**src/rtl/longpush_pkg.sv**
```systemverilog
package longpush_pkg;

    typedef enum logic [1:0] {
        SEQ_IDLE   = 2'd0,
        SEQ_RECOV  = 2'd1,
        SEQ_WINDOW = 2'd2
    } seq_state_e;

    typedef enum logic {
        RESP_ENABLE_OFF = 1'b0,
        RESP_RESET      = 1'b1
    } resp_mode_e;

    typedef struct packed {
        logic long_push;
        logic rst_n;
        logic en_off;
    } guard_out_t;

    // Counter width able to hold the largest limit plus one saturation step.
    function automatic int unsigned hold_cnt_width(int unsigned deb,
                                                   int unsigned imin,
                                                   int unsigned dly_w);
        return $clog2(deb + imin + (1 << dly_w) + 1) + 1;
    endfunction

    function automatic int unsigned span_width(int unsigned n);
        return (n < 2) ? 1 : $clog2(n);
    endfunction

endpackage

```
**src/rtl/lp_btn_qual.sv**
```systemverilog
module lp_btn_qual (
    input  logic clk,
    input  logic rst,
    input  logic run_i,
    input  logic btn_n_i,
    output logic qual_o
);

    always_ff @(posedge clk) begin
        if (rst || !run_i) begin
            qual_o <= 1'b0;
        end else if (btn_n_i) begin
            qual_o <= 1'b1;
        end
    end

    // the qualifier only arms after the button was seen released
    p_qual_needs_release_r6: assert property (@(posedge clk) disable iff (rst)
        $rose(qual_o) |-> $past(btn_n_i));

endmodule

```
**src/rtl/lp_hold_timer.sv**
```systemverilog
module lp_hold_timer #(
    parameter int unsigned CW = 8
) (
    input  logic          clk,
    input  logic          rst,
    input  logic          cond_i,
    input  logic [CW-1:0] limit_i,
    output logic          fire_o
);

    logic [CW-1:0] cnt_q;

    always_ff @(posedge clk) begin
        if (rst) begin
            cnt_q  <= '0;
            fire_o <= 1'b0;
        end else begin
            fire_o <= cond_i && (cnt_q == limit_i);
            if (!cond_i) begin
                cnt_q <= '0;
            end else if (cnt_q <= limit_i) begin
                cnt_q <= cnt_q + 1'b1;
            end
        end
    end

    // a pulse needs the condition on the edge that produced it
    p_fire_cond_r2: assert property (@(posedge clk) disable iff (rst)
        fire_o |-> $past(cond_i));

    // one pulse per sustained hold
    p_fire_once_r2: assert property (@(posedge clk) disable iff (rst)
        fire_o |=> !fire_o);

endmodule

```
**src/rtl/lp_rst_seq.sv**
```systemverilog
module lp_rst_seq
    import longpush_pkg::*;
#(
    parameter int unsigned REC_CYC   = 5,
    parameter int unsigned BLANK_CYC = 6
) (
    input  logic clk,
    input  logic rst,
    input  logic run_i,
    input  logic start_i,
    input  logic hold_cfm_i,
    output logic rst_n_o,
    output logic off_o
);

    localparam int unsigned SPAN = (REC_CYC > BLANK_CYC) ? REC_CYC : BLANK_CYC;
    localparam int unsigned SW   = span_width(SPAN);
    localparam logic [SW-1:0] REC_LAST   = SW'(REC_CYC - 1);
    localparam logic [SW-1:0] BLANK_LAST = SW'(BLANK_CYC - 1);

    seq_state_e    state_q;
    logic [SW-1:0] cnt_q;

    always_ff @(posedge clk) begin
        if (rst || !run_i) begin
            state_q <= SEQ_IDLE;
            cnt_q   <= '0;
            off_o   <= 1'b0;
        end else begin
            off_o <= 1'b0;
            if (start_i) begin
                state_q <= SEQ_RECOV;
                cnt_q   <= '0;
            end else begin
                unique case (state_q)
                    SEQ_RECOV: begin
                        if (cnt_q == REC_LAST) begin
                            state_q <= SEQ_WINDOW;
                            cnt_q   <= '0;
                        end else begin
                            cnt_q <= cnt_q + 1'b1;
                        end
                    end
                    SEQ_WINDOW: begin
                        if (cnt_q == BLANK_LAST) begin
                            state_q <= SEQ_IDLE;
                            cnt_q   <= '0;
                            off_o   <= !hold_cfm_i;
                        end else begin
                            cnt_q <= cnt_q + 1'b1;
                        end
                    end
                    default: cnt_q <= '0;
                endcase
            end
        end
    end

    assign rst_n_o = (state_q != SEQ_RECOV);

    // a started sequence pulls the reset request low on the next cycle
    p_recov_follows_push_r7: assert property (@(posedge clk) disable iff (rst)
        (start_i && run_i) |=> !rst_n_o);

    // the enable-off request comes only from an unconfirmed window end
    p_off_from_window_r8: assert property (@(posedge clk) disable iff (rst)
        off_o |-> $past(state_q == SEQ_WINDOW && !hold_cfm_i));

endmodule

```
**src/rtl/longpush_guard.sv**
```systemverilog
module longpush_guard
    import longpush_pkg::*;
#(
    parameter int unsigned DEB_CYC    = 3,
    parameter int unsigned INTMIN_CYC = 4,
    parameter int unsigned DLY_W      = 4,
    parameter int unsigned REC_CYC    = 5,
    parameter int unsigned BLANK_CYC  = 6,
    parameter resp_mode_e  MODE       = RESP_RESET
) (
    input  logic             clk,
    input  logic             rst,
    input  logic             run_i,
    input  logic             pwr_btn_n,
    input  logic             rst_btn_n,
    input  logic             uv_i,
    input  logic             hold_cfm_i,
    input  logic [DLY_W-1:0] xdly_i,
    output logic             long_push_o,
    output logic             rst_n_o,
    output logic             en_off_o
);

    localparam int unsigned CW = hold_cnt_width(DEB_CYC, INTMIN_CYC, DLY_W);
    localparam logic [CW-1:0] BASE_LIMIT = CW'(DEB_CYC + INTMIN_CYC);

    logic          rst_qual;
    logic          both_held;
    logic          uv_run;
    logic [CW-1:0] limit;
    logic          push_fire;
    logic          uv_fire;
    guard_out_t    outs;

    lp_btn_qual u_qual (
        .clk     (clk),
        .rst     (rst),
        .run_i   (run_i),
        .btn_n_i (rst_btn_n),
        .qual_o  (rst_qual)
    );

    assign limit     = BASE_LIMIT + CW'(xdly_i);
    assign both_held = run_i && rst_qual && !pwr_btn_n && !rst_btn_n;
    assign uv_run    = run_i && uv_i;

    lp_hold_timer #(.CW(CW)) u_push_tmr (
        .clk     (clk),
        .rst     (rst),
        .cond_i  (both_held),
        .limit_i (limit),
        .fire_o  (push_fire)
    );

    lp_hold_timer #(.CW(CW)) u_uv_tmr (
        .clk     (clk),
        .rst     (rst),
        .cond_i  (uv_run),
        .limit_i (limit),
        .fire_o  (uv_fire)
    );

    generate
        if (MODE == RESP_RESET) begin : g_reset_resp
            logic seq_rst_n;
            logic seq_off;

            lp_rst_seq #(
                .REC_CYC   (REC_CYC),
                .BLANK_CYC (BLANK_CYC)
            ) u_seq (
                .clk        (clk),
                .rst        (rst),
                .run_i      (run_i),
                .start_i    (push_fire),
                .hold_cfm_i (hold_cfm_i),
                .rst_n_o    (seq_rst_n),
                .off_o      (seq_off)
            );

            assign outs.rst_n  = seq_rst_n;
            assign outs.en_off = seq_off || uv_fire;
        end else begin : g_enoff_resp
            assign outs.rst_n  = 1'b1;
            assign outs.en_off = push_fire || uv_fire;
        end
    endgenerate

    assign outs.long_push = push_fire;

    assign long_push_o = outs.long_push;
    assign rst_n_o     = outs.rst_n;
    assign en_off_o    = outs.en_off;

    // a long push needs both buttons pressed on the deciding edge
    p_push_both_r3: assert property (@(posedge clk) disable iff (rst)
        long_push_o |-> $past(!pwr_btn_n && !rst_btn_n));

    // no enable-off request unless running on the previous edge
    p_off_needs_run_r11: assert property (@(posedge clk) disable iff (rst)
        en_off_o |-> $past(run_i));

endmodule

```
**config.mk**
```make
export PLATFORM = sky130hd
export DESIGN_NAME = longpush_guard
export DESIGN_NICKNAME = d
export VERILOG_FILES = /design/src/rtl/longpush_pkg.sv /design/src/rtl/lp_btn_qual.sv /design/src/rtl/lp_hold_timer.sv /design/src/rtl/lp_rst_seq.sv /design/src/rtl/longpush_guard.sv
export SDC_FILE = /design/constraint.sdc
export NUM_CORES = 1
export LEC_CHECK = 0
export BUFFER_PORTS_ARGS = -buffer_cell sky130_fd_sc_hd__buf_2
export CORE_MARGIN = 2
export CORE_UTILIZATION = 26
export CTS_CLUSTER_SIZE = 12
export DETAILED_ROUTE_END_ITERATION = 6
export GPL_ROUTABILITY_DRIVEN = 0
export SLEW_MARGIN = 25
export SYNTH_ARGS = -nofsm -noshare
export SYNTH_HDL_FRONTEND = slang
export SYNTH_SLANG_ARGS = --single-unit
```
**constraint.sdc**
```tcl
create_clock -name clk -period 2.4 [get_ports clk]
set_input_delay 0 -clock clk [delete_from_list [all_inputs] [get_ports clk]]
set_output_delay 0 -clock clk [all_outputs]
set_load 0.005 [all_outputs]
```
After elaboration in Yosys (flattened, before gate mapping)
Index checks and enable logic that the tools add are counted.
- $add $sub $neg: 4
- magnitude comparators: 2
- equality and inequality tests: 11
- mux-type cells: 7
- bitwise gates (word level): 4
- reductions and logical operators: 20
- operator list (cell ; number):
    $add 6x1->6 const B ; 2
    $eq 6x5->1 ; 2
    $le 6x5->1 ; 2
    $eq 3x3->1 const B ; 2
    $logic_and 1x1->1 ; 6
    $mux 3 ; 2
    $ne 2x1->1 const B ; 3
    $ne 3x2->1 const B ; 2
    $pmux 3 s2 ; 1
    $reduce_and 3->1 ; 2
    $reduce_or 2->1 ; 3
    $add 3x4->5 const A ; 1
    $logic_not 1->1 ; 4
    $mux 2 ; 2
    $not 1->1 ; 4
    $pmux 2 s2 ; 1
    $reduce_or 4->1 ; 1
    $add 3x1->3 const B ; 1
    $reduce_bool 3->1 ; 1
    $eq 2x1->1 const B ; 1
    $eq 2x2->1 const B ; 1
    $logic_or 1x1->1 ; 2
    $reduce_bool 2->1 ; 1
    $mux 1 ; 1
- register bits after elaboration: 21
- output and inout port bits: 3

Depth between registers and ports, before layout
- depth after elaboration: 5
- gate-level depth with buffers: 10

Hierarchy
Synthesis repeated with hierarchy kept, for this count alone.
- cells, all modules: 158
- area total of the unflattened synthesis: 1358.8 um^2
- modules (own cells, without submodules) (module ; times used ; cells each ; area each (um^2) ; seq. area each (um^2)):
    lp_hold_timer (u_push_tmr) ; 1 ; 54 ; 451.7 ; 140.1
    lp_hold_timer (u_uv_tmr) ; 1 ; 52 ; 450.4 ; 140.1
    lp_rst_seq ; 1 ; 35 ; 332.8 ; 120.1
    longpush_guard ; 1 ; 14 ; 87.6 ; 0.0
    lp_btn_qual ; 1 ; 3 ; 36.3 ; 20.0

Worst setup path after synthesis
OpenSTA, ideal clock, no wires.
- path type: input port to flip-flop
- start point: input xdly_i[0]
- end point: register u_push_tmr.cnt_q[5]
- arrival: 1.772 ns
- data required time: 2.330 ns
- slack: 0.557 ns
- cell stages on the path: 9
- buffers on the path: 0
- path through: inv_1 > ha_1 > inv_1 > o21ai_0 > ha_1 > a211oi_1 > a31oi_4 > or3b_1 > a21oi_1
- longest elaborated chain between the ends: 2
- RTL lines (what ; line ; source):
    from (decl) ; longpush_guard.sv:18 ; input logic [DLY_W-1:0] xdly_i,
    $add 3x4->5 ; longpush_guard.sv:43 ; assign limit = BASE_LIMIT + CW'(xdly_i);
    $le 6x5->1 ; lp_hold_timer.sv:21 ; end else if (cnt_q <= limit_i) begin
    to (signal assigned) ; lp_hold_timer.sv:22 ; cnt_q <= cnt_q + 1'b1;
    to (decl) ; lp_hold_timer.sv:11 ; logic [CW-1:0] cnt_q;
Every way passes these cells.
A chain may end at the register's enable or synchronous reset.

Worst setup path after layout
Ends and elaborated chain as after synthesis.

==> reports/summary.txt <==
Status - completed
Min Hold Slack - 0.05640 ns
Vias - 936
Crit path max fanout - 9
Sinks on the clock net - 21
Number of global-route vias before repair - 829
Main flop type after synthesis - dfxtp_1
Most Crowded Layer GR - met1
Top-area cell type share of the netlist area - 34.93%
DRT iter0 DRCs - 28
Clk slew on worst S/H paths - 0.08 ns
Syn Nets - 165
Syn-to-layout area delta - 16.32%
Slew margin rel. - 72.42%
Fin area - 1400 sq um
Fin nets - 185
Ant diodes - 0
Resize count post-CTS - 0
Worst path max stage delay - 0.40 ns
Peak Freq - 0.5231 GHz
Number of synthesized flops with an enable pin - 0
Max-cap violations - 0
Post-CTS setup buffers - 0
Cell variety after synth - 31
Row cnt - 24
Post-synthesis area per instance - 8.850 sq um
Share of cells above drive strength 1 - 13.55%
GRT met1 Usage - 13.44%
TritonCTS buffer count - 3
CTS Hold Bufs - 2
Critical Path RT - 2.59 ns
Die Wd - 72.04 um
Root Driver - clkbuf_8
TritonCTS clock tree - done
Most frequent cells after synthesis - 21 x dfxtp_1, 18 x ha_1, 14 x inv_1
Final Hold Violating Endpoints - 0
Async SR Flop Fraction - 0%
Gate Count Post-Synth - 136
Post-route DRC - 0
Util after Layout - 31.72%
PortBufs - 13
Largest net degree at the start of global routing - 13
Worst-path cell chain - buf_2 > inv_1 > ha_1 > inv_1 > o21ai_0 > ha_1 > a211oi_1 > a31oi_4 > or3b_1 > a21oi_1
Slowest cell on crit path - or3b_1
Die height - 72.04 um
DR vias/cell - 4.522
RSZ-0062 raised after global routing - false
Min Tclk post-route - 1.912 ns
PwrDens - 455.1 nW/um^2
Met3 Usage GRT - 1.667%
Pre-CTS setup slack - 0.2110 ns
Clk_lat worst skew - 0.26 ns
DR pass1 iterations - 4
Synth warnings - 0
H-tree Lvls - 1
Bufs on Longest Clock Path - 2
CP arrival - 2.10 ns
WL final - 2121 um
Synth Register Bits - 21
Grt ovf - 0
Post-DP HPWL - 1699 um
Setup tns final - 0 ns
Placed Area - 1334 sq um
Post-Synthesis Cell Area - 1204 sq um
Worst vdd ir - 182.9 uV
IO Count - 14
Min-Delay Path Class - in -> reg
Clock Skews - 0.004113 ns
Worst Setup Path Type - in -> reg
Setup violations, final - 0
Top cells by area, synth - dfxtp_1 35%, ha_1 19%, inv_1 4.4%
First-pass GRT wire length - 3753 um
Final setup margin - 0.4885 ns
Final ANT Viol Nets - 0
Initial core utilization - 27.27%
Crit end category - flop
GRT Resource Usage Total - 9.117%
Largest area contributor in the netlist - dfxtp_1
LEAKAGE - 0.5525 nW
Worst Tran Pin Value - 0.4112 ns
Core Area - 4414 sq um
M2 GR Usage - 12.35%
Final period utilization - 79.65%
WL/cell - 10.25 um
Initial antenna violation count - 0
Die area - 5190 sq um
Count leader, synth - dfxtp_1
Fin. max-slew vios - 0
CP Launch Type - input pin
Register area share after synthesis - 34.93%
-- worst max-delay path, delay by kind of cell --
kind                       cells  cell delay (ns)
AOI/OAI and AO/OA              4             0.95
and+or+nand+nor                1             0.40
buffers and inverters          3             0.23
adders and majority gates      2             0.51
-- final timing paths --
check / from / to / slack, ns / cells after the start
hold reg to reg: g_reset_resp.u_seq.cnt_q[0]$_SDFF_PP0_ / g_reset_resp.u_seq.cnt_q[0]$_SDFF_PP0_ / 0.48 / 1
setup reg to reg: u_push_tmr.cnt_q[4]$_SDFFE_PP0P_ / u_push_tmr.cnt_q[5]$_SDFFE_PP0P_ / 0.56 / 5
hold / removal: uv_i / u_uv_tmr.cnt_q[2]$_SDFFE_PP0P_ / 0.06 / 3
setup / recovery: xdly_i[0] / u_push_tmr.cnt_q[5]$_SDFFE_PP0P_ / 0.49 / 10
-- logic make-up (layout without fill, tap and decap cells) --
family                     count (synthesis)  in the layout  share of synthesized area (%)
AOI/OAI and AO/OA                         26             26                          14.66
xor gates and xnor gates                   5              5                          3.638
adders and majority gates                 18             18                          18.71
buffers and inverters                     14             33                          4.366
DFF                                       21             21                          34.93
muxes                                      1              1                         0.8316
and+or+nand+nor                           51             51                          22.87
-- final cells by class --
cell class                      count  area (sq um)
Fill cell                         456          3014
Multi-Input combinational cell    101         730.7
Sequential cell                    21         420.4
Timing Repair Buffer               15         85.08
Tap cell                           52         65.06
Inverter                           14         52.55
Clock buffer                        3         41.29
Clock inverter                      1         5.005
-- per-stage QoR --
| stage | total power [W] | cells |
|---|---|---|
| 2_1_floorplan | 0.0003939 | 136 |
| 3_3_place_gp | 0.0004124 | 201 |
| 3_5_place_dp | 0.0004132 | 201 |
| 4_1_cts | 0.0006490 | 207 |
| 5_1_grt | 0.0006733 | 207 |
| 6_report | 0.0006372 | 207 |
-- routing by layer --
metal  vias to the layer above  wire length (um)
met5                         -                 0
met4                         0                35
met3                         4                90
met2                        17               825
met1                       405              1170
li1                        510                 -
-- flip-flops by register name, indices dropped and copies added (netlist names) --
signal,flops
g_reset_resp.u_seq.state_q,2
u_push_tmr.cnt_q,6
g_reset_resp.u_seq.cnt_q,3
u_uv_tmr.fire_o,1
u_uv_tmr.cnt_q,6
u_push_tmr.fire_o,1
g_reset_resp.u_seq.off_o,1
u_qual.qual_o,1
-- power by group --
group          switching [W]  internal (W)  leakage (nW)
logic              0.0000287     0.0000268         0.358
registers         0.00000155      0.000350         0.169
clock network       0.000115      0.000116        0.0255
-- placed cells by master (no fill, tap or decap), drive strengths merged, types with 6 or more instances in the layout --
cell	n
buf	13
o21ai	11
inv	14
ha	18
or3	6
nand2	7
nor2	11
a21oi	8
dfxtp	21
nand3	6
Power figures use the tool's default switching activity.
